**src/rtl/frame_enc_pkg.sv**
```systemverilog
package frame_enc_pkg;
  localparam logic [7:0] FRAME_END  = 8'hC0;
  localparam logic [7:0] FRAME_ESC  = 8'hDB;
  localparam logic [7:0] ESC_OF_END = 8'hDC;
  localparam logic [7:0] ESC_OF_ESC = 8'hDD;

  typedef enum logic [1:0] {ST_PASS, ST_TAIL, ST_END} encState_e;

  typedef struct packed {
    logic loadPlain;
    logic loadLead;
    logic loadTail;
    logic loadEnd;
    logic advKey;
    logic seedKey;
    logic dropOut;
  } encStrobe_t;
endpackage

```
**src/rtl/frame_enc_dp.sv**
```systemverilog
module frame_enc_dp
  import frame_enc_pkg::*;
#(
  parameter int LFSR_W = 16,
  parameter logic [LFSR_W-1:0] LFSR_SEED = 16'hACE1,
  parameter logic [LFSR_W-1:0] LFSR_TAPS = 16'h002D
) (
  input  logic       clk,
  input  logic       rstN,
  input  encStrobe_t strb,
  input  logic [7:0] inData,
  output logic       needEsc,
  output logic       outValid,
  output logic [7:0] outData
);
  localparam int BYTE_W = $bits(FRAME_END);
  localparam int STEP_N = BYTE_W;

  logic [LFSR_W-1:0] keyState, keyNext;
  logic [BYTE_W-1:0] scrByte, tailByte;

  // Unrolled multi-step advance: one byte of keystream per clock.
  always_comb begin
    keyNext = keyState;
    for (int k = 0; k < STEP_N; k++) begin
      keyNext = {^(keyNext & LFSR_TAPS), keyNext[LFSR_W-1:1]};
    end
  end

  assign scrByte = inData ^ keyState[BYTE_W-1:0];
  assign needEsc = (scrByte == FRAME_END) || (scrByte == FRAME_ESC);

  always_ff @(posedge clk) begin
    if (!rstN) begin
      keyState <= LFSR_SEED;
      outValid <= 1'b0;
      outData  <= '0;
      tailByte <= '0;
    end else begin
      if (strb.seedKey)     keyState <= LFSR_SEED;
      else if (strb.advKey) keyState <= keyNext;

      if (strb.loadPlain) outData <= scrByte;
      if (strb.loadLead) begin
        outData  <= FRAME_ESC;
        tailByte <= (scrByte == FRAME_END) ? ESC_OF_END : ESC_OF_ESC;
      end
      if (strb.loadTail) outData <= tailByte;
      if (strb.loadEnd)  outData <= FRAME_END;

      if (strb.loadPlain || strb.loadLead || strb.loadTail || strb.loadEnd)
        outValid <= 1'b1;
      else if (strb.dropOut)
        outValid <= 1'b0;
    end
  end
endmodule

```
**src/rtl/frame_enc_ctrl.sv**
```systemverilog
module frame_enc_ctrl
  import frame_enc_pkg::*;
(
  input  logic       clk,
  input  logic       rstN,
  input  logic       inValid,
  input  logic       inLast,
  input  logic       needEsc,
  input  logic       outValid,
  input  logic       outReady,
  output logic       inReady,
  output encStrobe_t strb
);
  encState_e state, stateNext;
  logic lastHeld, lastNext;
  logic slotFree, anyLoad;

  assign slotFree = !outValid || outReady;
  assign inReady  = (state == ST_PASS) && slotFree;

  always_comb begin
    strb      = '0;
    stateNext = state;
    lastNext  = lastHeld;
    unique case (state)
      ST_PASS: if (inValid && slotFree) begin
        if (needEsc) begin
          strb.loadLead = 1'b1;
          lastNext      = inLast;
          stateNext     = ST_TAIL;
        end else begin
          strb.loadPlain = 1'b1;
          strb.advKey    = 1'b1;
          stateNext      = inLast ? ST_END : ST_PASS;
        end
      end
      ST_TAIL: if (slotFree) begin
        strb.loadTail = 1'b1;
        strb.advKey   = 1'b1;
        stateNext     = lastHeld ? ST_END : ST_PASS;
      end
      ST_END: if (slotFree) begin
        strb.loadEnd = 1'b1;
        strb.seedKey = 1'b1;
        stateNext    = ST_PASS;
      end
      default: stateNext = ST_PASS;
    endcase
    anyLoad      = strb.loadPlain || strb.loadLead || strb.loadTail || strb.loadEnd;
    strb.dropOut = outValid && outReady && !anyLoad;
  end

  always_ff @(posedge clk) begin
    if (!rstN) begin
      state    <= ST_PASS;
      lastHeld <= 1'b0;
    end else begin
      state    <= stateNext;
      lastHeld <= lastNext;
    end
  end
endmodule

```
**src/rtl/frame_enc.sv**
```systemverilog
module frame_enc
  import frame_enc_pkg::*;
#(
  parameter int LFSR_W = 16,
  parameter logic [LFSR_W-1:0] LFSR_SEED = 16'hACE1,
  parameter logic [LFSR_W-1:0] LFSR_TAPS = 16'h002D
) (
  input  logic       clk,
  input  logic       rstN,
  input  logic       inValid,
  input  logic [7:0] inData,
  input  logic       inLast,
  output logic       inReady,
  output logic       outValid,
  output logic [7:0] outData,
  input  logic       outReady
);
  encStrobe_t strb;
  logic needEsc;

  frame_enc_ctrl u_ctrl (
    .clk(clk), .rstN(rstN), .inValid(inValid), .inLast(inLast),
    .needEsc(needEsc), .outValid(outValid), .outReady(outReady),
    .inReady(inReady), .strb(strb)
  );

  frame_enc_dp #(.LFSR_W(LFSR_W), .LFSR_SEED(LFSR_SEED), .LFSR_TAPS(LFSR_TAPS)) u_dp (
    .clk(clk), .rstN(rstN), .strb(strb), .inData(inData),
    .needEsc(needEsc), .outValid(outValid), .outData(outData)
  );
endmodule

```
**config.mk**
```make
export PLATFORM = sky130hd
export DESIGN_NAME = frame_enc
export DESIGN_NICKNAME = d
export VERILOG_FILES = /design/src/rtl/frame_enc_pkg.sv /design/src/rtl/frame_enc_dp.sv /design/src/rtl/frame_enc_ctrl.sv /design/src/rtl/frame_enc.sv
export SDC_FILE = /design/constraint.sdc
export NUM_CORES = 1
export LEC_CHECK = 0
export ABC_AREA = 1
export BUFFER_PORTS_ARGS = -buffer_cell sky130_fd_sc_hd__buf_2
export CORE_MARGIN = 1.5
export CORE_UTILIZATION = 61
export DETAILED_ROUTE_END_ITERATION = 8
export PLACE_DENSITY = 0.89
export SYNTH_ARGS = -nofsm -noshare
export SYNTH_HDL_FRONTEND = slang
export SYNTH_SLANG_ARGS = --single-unit
```
**constraint.sdc**
```tcl
create_clock -name clk -period 4 [get_ports clk]
set_input_delay 1.2 -clock clk [delete_from_list [all_inputs] [get_ports clk]]
set_output_delay 1.2 -clock clk [all_outputs]
set_load 0.02 [all_outputs]
```
; Yosys cells after proc, flatten, opt, wreduce, memory -nomap -nowiden
; Cells that the tools add are included.
[op_classes]
add_sub_neg = 0
mul = 0
div_mod_pow = 0
order_cmp = 0
n_eq_ne = 7
shifts = 0
n_mux = 23
n_bitwise = 2
reduce_logical = 26
[ops]
columns = operator, n
row1 = $reduce_xor 16->1, 8
row2 = $mux 8, 4
row3 = $eq 8x8->1 const B, 2
row4 = $mux 2, 8
row5 = $mux 1, 9
row6 = $xor 8x8->8, 1
row7 = $pmux 2 s3, 1
row8 = $reduce_and 3->1, 2
row9 = $logic_or 1x1->1, 5
row10 = $logic_and 1x1->1, 4
row11 = $ne 2x1->1 const B, 2
row12 = $reduce_bool 4->1, 1
row13 = $reduce_bool 3->1, 1
row14 = $eq 2x1->1 const B, 1
row15 = $eq 2x2->1 const B, 1
row16 = $logic_not 1->1, 2
row17 = $logic_not 2->1, 1
row18 = $ne 2x2->1 const B, 1
row19 = $pmux 1 s2, 1
row20 = $reduce_bool 2->1, 1
row21 = $reduce_or 2->1, 1
row22 = $not 1->1, 1
[totals]
register_bits = 36
latch_bits = 0
ram_bits = 0
romBits = 0
in_bits = 13
mem_count = 0

; Depth between registers and ports, before layout
[logic_depth]
word_depth = 13
ltp_mapped = 12

; Hierarchy
; Synthesis repeated with hierarchy kept, for this count alone.
[unflattened]
cells_unflattened = 274
area_unflattened_um2 = 1765.4
[by_module_without_submodules]
columns = mod, instances, cells_per_inst, area_per_inst_um2, seq_area_each_um2
row1 = frame_enc_dp, 1, 227, 1486.4, 540.5
row2 = frame_enc_ctrl, 1, 47, 279.0, 60.1

; Worst setup path after synthesis
; No wires, ideal clock.
[synth_path]
path_type = input -> output
start = input port outReady
end = output port inReady
arrival_time_ps = 1428
t_required_ps = 2800
setup_slack_ps = 1372
path_stages = 2
n_path_buf = 0
cell_sequence = nor2_4 nor2_4
[synth_between]
elab_chain_cells = 2
[synth_rtl]
columns = item, line
row1 = from (decl), frame_enc.sv:16  ; input logic outReady
row2 = $logic_or 1x1->1, frame_enc_ctrl.sv:18  ; assign slotFree = !outValid || outReady;
row3 = $logic_and 1x1->1, frame_enc_ctrl.sv:19  ; assign inReady = (state == ST_PASS) && slotFree;
row4 = to (decl), frame_enc.sv:13  ; output logic inReady,
; No other way between the ends.

; Final worst setup path
; Ends and elaborated chain as after synthesis.

==> metrics.md <==
| Metric | Value |
|---|---|
| Final Skew | `about 0.0058 ns` |
| Die footprint | `3260 um2` |
| Power Internal | `507 uW` |
| Number of cells on the worst hold path | `2` |
| Commonest non-fill, non-tap cell in the layout | `nand2_1` |
| Switching Share | `34.0%` |
| CTS tree | `built` |
| Final setup fails | `0` |
| Vias/cell | `around 5.2` |
| First-pass GRT wire length | `slightly above 6 mm` |
| Initial antenna violation count | `0` |
| Clock latency at the later pin of the worst-skew pair | `~0.34 ns` |
| Remaining DRCs | `0` |
| Worst setup SP type | `input port` |
| Routed WL | `3.58 mm` |
| Fraction of layout cells with a size suffix above 1 | `17.9%` |
| ANT nets after route | `0` |
| Mapped Area | `1790 um2` |
| Arr. time, crit path | `1.70 ns` |
| FF+latch count, synth | `30` |
| Routed WL per cell | `11.5 um` |
| Leakage | `0.984 nW` |
| Rel. slew slack | `68.2%` |
| Syn Inst Count | `260` |
| GRT Max-Usage Layer | `met2` |
| R2R cell count | `10` |
| Crit. End Element | `primary output` |
| # rows | `19` |
| Sequential fraction of design power | `47.3%` |
| HP Class | `reg2reg` |
| Final period util | `slightly above 70%` |
| Netlist cell types | `26` |
| Peak supply drop | `just under 0.0003 V` |
| PortBufs | `22` |
| Post-detail-place hpwl | `2.62 mm` |
| Post-CTS Setup Inserts | `0` |
| Most frequent cells in the layout | `70 x nand2_1, 30 x nor2_1, 30 x dfxtp_1, 23 x inv_1, 23 x nand3_1` |
| GR Layer Usage met1 | `between 30% and 40%` |
| M2 GR Usage | `36.6%` |
| Crit path time final | `approximately 2.9 ns` |
| Required time worst endpoint | `2.80 ns` |
| Met3 Usage GRT | `4.99%` |
| # IOs | `23` |
| Final setup TNS | `0 ns` |
| RSZ-0062 raised after global routing | `false` |
| CP max FO | `6` |
| DIE HEIGHT | `57.1 um` |
| Crit Path Category | `in2out` |
| Peak Freq | `345 MHz` |
| Worst slack, placed | `1.10 ns` |
| Seq/Total Area, Yosys | `around 34%` |
| Via count | `1626` |
| H-tree levels | `2` |
| Final Hold Vio Count | `0` |
| Starting Density | `between 60% and 70%` |
| Pwr dens | `404 nW/um2` |
| Mean Syn Cell Area | `between 6 and 7 um2` |
| CTS Hold Bufs | `0` |
| P&R area growth vs syn | `6.52%` |
| Die width | `57.1 um` |
| P_sw | `261 uW` |
| GRT overflow | `0` |
| Logic gate share of total power | `29.5%` |
| Status | `finished, final reports clean` |
| Setup WS post-layout | `1.10 ns` |
| Yosys warns | `0` |
| Vias in the first global route | `1478` |
| # diodes | `0` |
| Worst-case clock buffer depth | `2` |
| Initial DRC count | `80` |
| Clock slew at reported path FFs | `roughly 0.08 ns` |
| GP Congestion | `0.869` |
| Max cap viols | `0` |
| Clock power share | `between 20% and 30%` |
| Fin. max-slew vios | `0` |
| Syn Nets | `273` |
| Total GRT Usage | `24.1%` |
| Clk root buf | `clkbuf_4` |
| CTS Buf Count | `5` |
| Core footprint | `2760 um2` |
| Final Total Pwr | `about 770 uW` |
| DRT Pass-1 Iters | `4` |
| Layout net count | `293` |
| Post-cts sizing count | `0` |
| Largest net degree at the start of global routing | `25` |
| Worst-margin pin slew | `between 0.4 and 0.5 ns` |
| Clk sink count | `30` |
## kinds of logic (layout without fill, tap and decap cells)
logic type | Yosys count | in the layout | share of synthesized area (%)
AND/OR/NAND/NOR | 141 | 141 | 36.2
buffers and inverters | 43 | 62 | 12.1
flip-flops | 30 | 30 | 33.6
AO/OA/AOI/OAI | 23 | 23 | 6.73
XOR/XNOR | 23 | 23 | 11.3
## area by class of cell
class                      count  area, um2
fill                         235        856
inverter                      34        133
timing repair buffer          22        110
sequential                    30        601
multi-input combinational    187        968
clock buffer                   6       51.3
tap                           31       38.8
## worst max-delay path: stages
cell and delay (ns):
buf_2 0.11, nor2_4 0.17, nor2_4 0.06, buf_2 0.15
## metal layers
layer	up-vias	routed length (um)
li1	844	-
met4	0	100
met5	-	0
met1	723	1670
met3	10	169
met2	49	1640
## path summary, 6_finish.rpt
kind | start | to | slack, ns
max | outReady | inReady | 1.10
min | u_dp.keyState[14]$_SDFFE_PP0P_ | u_dp.keyState[6]$_SDFFE_PP1P_ | 0.46
max reg2reg | u_dp.keyState[5]$_SDFFE_PP1P_ | u_dp.keyState[12]$_SDFFE_PP0P_ | 2.23
min reg2reg | u_dp.keyState[14]$_SDFFE_PP0P_ | u_dp.keyState[6]$_SDFFE_PP1P_ | 0.46
## flip-flops by register name, summed over array words and instances, names as in the netlist
register and cells:
u_ctrl.lastHeld 1, u_ctrl.state 2, u_dp.outValid 1, u_dp.tailByte 2, u_dp.keyState 16, u_dp.outData 8
## synth_stat cells
cell	instances	area, um2
inv_1	23	86.3
nor3_1	1	5.00
dfxtp_1	30	601
buf_4	1	7.51
buf_6	6	67.6
inv_6	1	8.76
xor2_1	4	35.0
nand2_1	70	263
a21oi_1	11	55.1
buf_2	1	5.00
o21ai_0	10	50.1
nor2_4	2	22.5
nor2_8	1	20.0
nand3b_1	4	30.0
nand3_4	1	17.5
nor2_1	30	113
o221ai_1	1	8.76
a31oi_1	1	6.26
xnor2_1	19	166
nand2_4	1	11.3
nand4_1	2	12.5
nand2_2	4	25.0
inv_2	10	37.5
buf_1	1	3.75
nor2_2	2	12.5
nand3_1	23	115
## power by group through the flow
stage | Clock [mW] | Combinational (mW) | Sequential, mW
floorplan | 0 | 0.194 | 0.364
global placement | 0 | 0.219 | 0.368
detailed placement | 0 | 0.224 | 0.369
CTS | 0.183 | 0.227 | 0.363
global route | 0.193 | 0.258 | 0.367
finish | 0.178 | 0.226 | 0.363
## stage by stage
stage	std cells	hold WS, ns	area, um2	utilization [%]
3_3_place_gp	304	0.437	1850	67.1
3_5_place_dp	304	0.439	1850	67.1
4_1_cts	310	0.465	1900	69.0
5_1_grt	310	0.498	1900	69.0
2_1_floorplan	260	0.420	1790	-
6_report	310	0.459	1900	69.0
Power figures use the tool's default switching activity.
